`config.mk`:
```
export PLATFORM = sky130hd
export DESIGN_NAME = phadd_unit
export DESIGN_NICKNAME = d
export VERILOG_FILES = /design/src/rtl/phadd_pkg.sv /design/src/rtl/phadd_decode.sv /design/src/rtl/phadd_lanes.sv /design/src/rtl/phadd_unit.sv
export SDC_FILE = /design/constraint.sdc
export NUM_CORES = 1
export LEC_CHECK = 0
export ABC_AREA = 1
export CORE_ASPECT_RATIO = 1.25
export CORE_MARGIN = 10
export CORE_UTILIZATION = 39
export CTS_CLUSTER_SIZE = 12
export DETAILED_ROUTE_END_ITERATION = 8
export PLACE_DENSITY = 0.87
export RECOVER_POWER = 100
export REMOVE_ABC_BUFFERS = 1
export SLEW_MARGIN = 5
export SYNTH_ARGS = -nofsm -noshare
export SYNTH_HDL_FRONTEND = slang
export SYNTH_SLANG_ARGS = --single-unit
```
`constraint.sdc`:
```
create_clock -name clk -period 1.4 [get_ports clk]
set_clock_uncertainty 0.2 [all_clocks]
set_input_delay 0.28 -clock clk [delete_from_list [all_inputs] [get_ports clk]]
set_output_delay 0.28 -clock clk [all_outputs]
set_load 0.05 [all_outputs]
```
`src/rtl/phadd_pkg.sv`:
```
package phadd_pkg;
  localparam int INSN_W = 32;
  localparam int REG_IDX_W = 5;

  typedef enum logic {ENC_STD = 1'b0, ENC_CMP = 1'b1} enc_fmt_e;

  typedef struct packed {
    logic                 hit;
    logic                 sat;
    logic [REG_IDX_W-1:0] rd;
  } dec_t;

  localparam logic [5:0]  STD_MAJOR    = 6'b011111;
  localparam logic [5:0]  STD_FUNC     = 6'b010000;
  localparam logic [4:0]  STD_SEL_WRAP = 5'b01000;
  localparam logic [4:0]  STD_SEL_SAT  = 5'b01100;
  localparam logic [5:0]  CMP_MAJOR    = 6'b000000;
  localparam logic [10:0] CMP_MIN_WRAP = 11'b00100001101;
  localparam logic [10:0] CMP_MIN_SAT  = 11'b10100001101;
endpackage

```
`src/rtl/phadd_decode.sv`:
```
module phadd_decode
  import phadd_pkg::*;
(
  input  logic [INSN_W-1:0] insn,
  input  enc_fmt_e          fmt,
  output dec_t              dec
);
  always_comb begin
    dec     = '0;
    dec.rd  = insn[15:11];
    unique case (fmt)
      ENC_STD: begin
        if (insn[31:26] == STD_MAJOR && insn[5:0] == STD_FUNC) begin
          if (insn[10:6] == STD_SEL_WRAP) begin
            dec.hit = 1'b1;
            dec.sat = 1'b0;
          end else if (insn[10:6] == STD_SEL_SAT) begin
            dec.hit = 1'b1;
            dec.sat = 1'b1;
          end
        end
      end
      ENC_CMP: begin
        if (insn[31:26] == CMP_MAJOR) begin
          if (insn[10:0] == CMP_MIN_WRAP) begin
            dec.hit = 1'b1;
            dec.sat = 1'b0;
          end else if (insn[10:0] == CMP_MIN_SAT) begin
            dec.hit = 1'b1;
            dec.sat = 1'b1;
          end
        end
      end
      default: dec = '0;
    endcase
  end
endmodule

```
`src/rtl/phadd_lanes.sv`:
```
module phadd_lanes #(
  parameter int LANE_W = 16,
  parameter int LANES  = 2,
  localparam int VEC_W = LANE_W * LANES
) (
  input  logic [VEC_W-1:0] opa,
  input  logic [VEC_W-1:0] opb,
  input  logic             sat,
  output logic [VEC_W-1:0] sum,
  output logic [LANES-1:0] lane_ovf
);
  // Returns {overflow, lane value}; clamps to all-ones when requested.
  function automatic logic [LANE_W:0] lane_add(
    input logic [LANE_W-1:0] a,
    input logic [LANE_W-1:0] b,
    input logic              clamp
  );
    logic [LANE_W:0] raw;
    raw = {1'b0, a} + {1'b0, b};
    if (clamp && raw[LANE_W]) return {1'b1, {LANE_W{1'b1}}};
    return raw;
  endfunction

  for (genvar g = 0; g < LANES; g++) begin : g_lane
    assign {lane_ovf[g], sum[g*LANE_W +: LANE_W]} =
      lane_add(opa[g*LANE_W +: LANE_W], opb[g*LANE_W +: LANE_W], sat);
  end
endmodule

```
`src/rtl/phadd_unit.sv`:
```
module phadd_unit
  import phadd_pkg::*;
#(
  parameter int LANE_W   = 16,
  parameter int LANES    = 2,
  parameter int CTL_W    = 32,
  parameter int FLAG_BIT = 20,
  localparam int DATA_W  = LANE_W * LANES,
  localparam int RES_W   = 2 * DATA_W
) (
  input  logic                 clk,
  input  logic                 rst_n,
  input  logic                 in_valid,
  input  logic [INSN_W-1:0]    insn,
  input  logic                 enc_mode,
  input  logic                 dsp_enable,
  input  logic [DATA_W-1:0]    src_s,
  input  logic [DATA_W-1:0]    src_t,
  input  logic                 ctl_wr_en,
  input  logic [CTL_W-1:0]     ctl_wr_data,
  output logic                 out_valid,
  output logic [REG_IDX_W-1:0] out_rd,
  output logic [RES_W-1:0]     out_result,
  output logic                 out_resv_exc,
  output logic                 out_dsp_exc,
  output logic [CTL_W-1:0]     ctl_reg
);
  enc_fmt_e          fmt_w;
  dec_t              dec_w;
  logic [DATA_W-1:0] sum_w;
  logic [LANES-1:0]  lane_ovf_w;

  // Named internal events, observed by the checker.
  logic fire_ok_w, resv_w, dspoff_w, flag_set_w;

  assign fmt_w = enc_fmt_e'(enc_mode);

  phadd_decode u_dec (
    .insn (insn),
    .fmt  (fmt_w),
    .dec  (dec_w)
  );

  phadd_lanes #(.LANE_W(LANE_W), .LANES(LANES)) u_lanes (
    .opa      (src_s),
    .opb      (src_t),
    .sat      (dec_w.sat),
    .sum      (sum_w),
    .lane_ovf (lane_ovf_w)
  );

  assign fire_ok_w  = in_valid & dec_w.hit & dsp_enable;
  assign resv_w     = in_valid & ~dec_w.hit;
  assign dspoff_w   = in_valid & dec_w.hit & ~dsp_enable;
  assign flag_set_w = fire_ok_w & (|lane_ovf_w);

  logic [CTL_W-1:0] ctl_base_w, flag_mask_w;
  assign ctl_base_w  = ctl_wr_en ? ctl_wr_data : ctl_reg;
  assign flag_mask_w = CTL_W'(flag_set_w) << FLAG_BIT;

  always_ff @(posedge clk or negedge rst_n) begin
    if (!rst_n) begin
      out_valid    <= 1'b0;
      out_rd       <= '0;
      out_result   <= '0;
      out_resv_exc <= 1'b0;
      out_dsp_exc  <= 1'b0;
      ctl_reg      <= '0;
    end else begin
      out_valid    <= fire_ok_w;
      out_resv_exc <= resv_w;
      out_dsp_exc  <= dspoff_w;
      ctl_reg      <= ctl_base_w | flag_mask_w;
      if (fire_ok_w) begin
        out_rd     <= dec_w.rd;
        out_result <= {{(RES_W-DATA_W){sum_w[DATA_W-1]}}, sum_w};
      end
    end
  end
endmodule

```
==> flow_summary.yaml <==
routing:
  drt-total-wl_um: 41300
  avgViaCountPerCell: 6.17
  wire_per_inst_um: 31.5
  drtIter0Drc: 998
  drc: 0
  vias: 8079
  antenna_left: 0
  dr.pass1.iters: 5
die:
  core-area_um2: 13300
  ios: 238
  start_util: 0.399
  die_area_um2: 18800
  rows: 47
  die_x_um: 125
  die_h_um: 151
timing:
  finalCriticalPeriod_ns: 2.15
  finalSetupViolCount: 144
  min_period_over_period: 1.54
  worst_pin_slew_ns: 0.706
  maxSlewViolCount: 0
  max_freq_mhz: 465
  worst_slack_ns: -0.749
  hold_viol_final: 0
  slew_headroom: 0.529
  rsz0062_at_grt: "yes"
critical_path:
  worst_setup_path_start_kind: "primary input"
  crit_type: "primary input to flip-flop"
  cp-end-kind: "flip-flop"
  slowest_stage: "clkdlybuf4s15_1"
  max_stage_delay_ns: 0.32
  cp.arrival_ns: 2.15
  path_max_fanout: 6
  cp.required_ns: 1.40
  crit_top_cell: "nand2_1"
  crit_path_cell_trace: "clkdlybuf4s15_1, inv_2, nand2_1, nand3b_1, nand2_2, nand4_4, buf_12, buf_12, buf_16, nand2_1, nand2_1"
cts:
  cts_tree: "built"
  insertion_delay_ns: 0.34
  cts_max_path_buffers: 2
  clock_sinks: 72
  cts_root_buffer: "clkbuf_16"
  numCtsBuffers: 9
  clk_pin_slew_ns: 0.07
  h-tree-depth: 3
grt:
  grt_first_pass_wirelength_um: 44800
  grt_overflow: 0
  antenna_found_initial: 3
  grt_usage: 0.304
  grt_max_degree: 73
  first_global_vias: 7820
synthesis:
  synth_cell_type_count: 26
  synth_area_leaders: "dfrtp_1 34%, nand2_1 22%, ha_1 7.5%"
  ys_warn_count: 0
  synth_top_area_frac: 0.338
  synth-edff-count: 0
  synth_area_um2: 5330
  yosysSeqAreaShare: 0.338
  post_synth.cell_area_avg_um2: 7.10
  ys.flop_type: "dfrtp_1"
  synth_area_leader_cell: "dfrtp_1"
  synth_cells: 751
  async_flop_share: 1.00
  ys_seq_elements: 72
place:
  globalplace.congestion: 0.900
  placed_cells: 1182
  place_hpwl_um: 15800
  io_buffers: 227
power:
  comb_power_share: 0.610
  ir_drop_mv: 0.911
  power.internal_uw: 8130
  p_total_uw: 14700
  seq_power_share: 0.204
  power_density_nw_per_um2: 1190
  pwr-share-clk: 0.186
  p_sw_frac: 0.447
  power_switching_uw: 6560
  leakagePower_uw: 0.00606
layout:
  drive_gt1_frac: 0.595
  syn_to_final_growth_pct: 132
  layout.nets: 1298
  final_cells: 1309
  final_util: 0.925
run:
  max_cap_violations: 0
worst_hold_path:
  hp-class: "primary input to flip-flop"
status:
  status: "finished with violations"
  violations: "setup timing"
[synth_stat cells, types with 2 or more instances]
library cell	count
a21oi_1	16
and2_1	8
buf_4	34
buf_6	5
clkbuf_1	5
dfrtp_1	72
fa_1	2
ha_1	32
inv_1	103
mux2_2	31
nand2_1	316
nand2_2	3
nand3_1	41
nand3b_1	3
nand4_1	9
nor2_1	41
nor2_2	2
nor3_1	6
o21ai_0	3
or2_1	2
xnor2_1	12
[cell type report]
class / count / area, um2
clock buffers: 10 / 239
repair buffers: 411 / 5120
fillers: 379 / 995
multi-input cells: 533 / 4480
clock inverters: 6 / 90.1
well taps: 171 / 214
diodes: 3 / 7.51
inverters: 103 / 389
flip-flops and latches: 72 / 1810
[critical path: cells and delay by family]
kind / cells / cell delay [ns]
buffers and inverters: 5 / 0.94
AND/OR/NAND/NOR: 6 / 0.91
[through the flow]
step                hold slack, ns  setup WS, ns  setup TNS (ns)  area (um2)
floorplan                   -0.216         -9.46         -334.51        4990
global placement             0.119         -1.21          -51.87        9160
detailed placement           0.137         -1.30          -55.48        9160
CTS                          0.143        -0.308          -19.11       11400
global route                 0.178        -0.766          -45.43       12300
finish                       0.185        -0.749          -38.20       12400
[cells in the final DEF (no fill, tap or decap), drive strengths merged]
cell type,Yosys,routed
nand2,319,321
clkdlybuf4s25,0,1
clkbuf,5,18
mux2i,1,1
dfrtp,72,72
nand3b,3,3
buf,40,298
mux2,31,31
clkinvlp,0,1
dlygate4sd2,0,46
bufbuf,0,1
dlygate4sd3,0,2
nor2,44,44
diode,0,3
bufinv,0,2
clkinv,0,1
xnor2,12,12
and2,8,8
o21ai,3,3
nand3,42,42
nand4,10,10
a21oi,16,16
or2,2,2
nor3,6,6
inv,103,105
clkdlybuf4s50,0,38
fa,2,2
clkdlybuf4s15,0,17
ha,32,32
[per-layer routing]
layer | vias up | global-route usage | wire length, um
met5 | - | 0 | 0
met4 | 0 | 0.231 | 4840
met3 | 405 | 0.0781 | 4840
met2 | 923 | 0.565 | 19400
met1 | 3703 | 0.280 | 12200
li1 | 3048 | - | -
[cell families after synthesis]
group	share of synthesized area
simple gates	0.337
mux	0.0674
flops	0.338
fa+ha+maj	0.0826
buf+inv	0.137
compound gates	0.0178
xor+xnor	0.0197
[path summary, 6_finish.rpt]
check / startpoint / end / slack [ns] / cells past startpoint
max: insn[9] / out_result[29] / -0.75 / 11
min: src_s[16] / out_result[16] / 0.19 / 6
max reg2reg: ctl_reg[15] / ctl_reg[15] / 0.09 / 3
min reg2reg: out_rd[3] / out_rd[3] / 0.37 / 2
max in group asynchronous: rst_n / out_result[13] / -0.05 / 3
min in group asynchronous: rst_n / ctl_reg[13] / 0.51 / 3
[power groups by stage]
stage	Clock (uW)	Sequential (uW)	Combinational [uW]
floorplan	0	4090	1070
detailed placement	0	2880	6770
global route	2770	3000	9150
finish	2730	2990	8970
global placement	0	2850	6660
CTS	2560	2870	7520
[what timing repair did]
action,CTS,global route
resized for setup,437,212
cloned,15,3
endpoints found under the setup margin,114,144
pin swaps,147,110
setup buffers,68,43
hold buffers,1,0
endpoints found under the hold margin,72,0
Note: power is estimated with default switching activity, not from simulation.
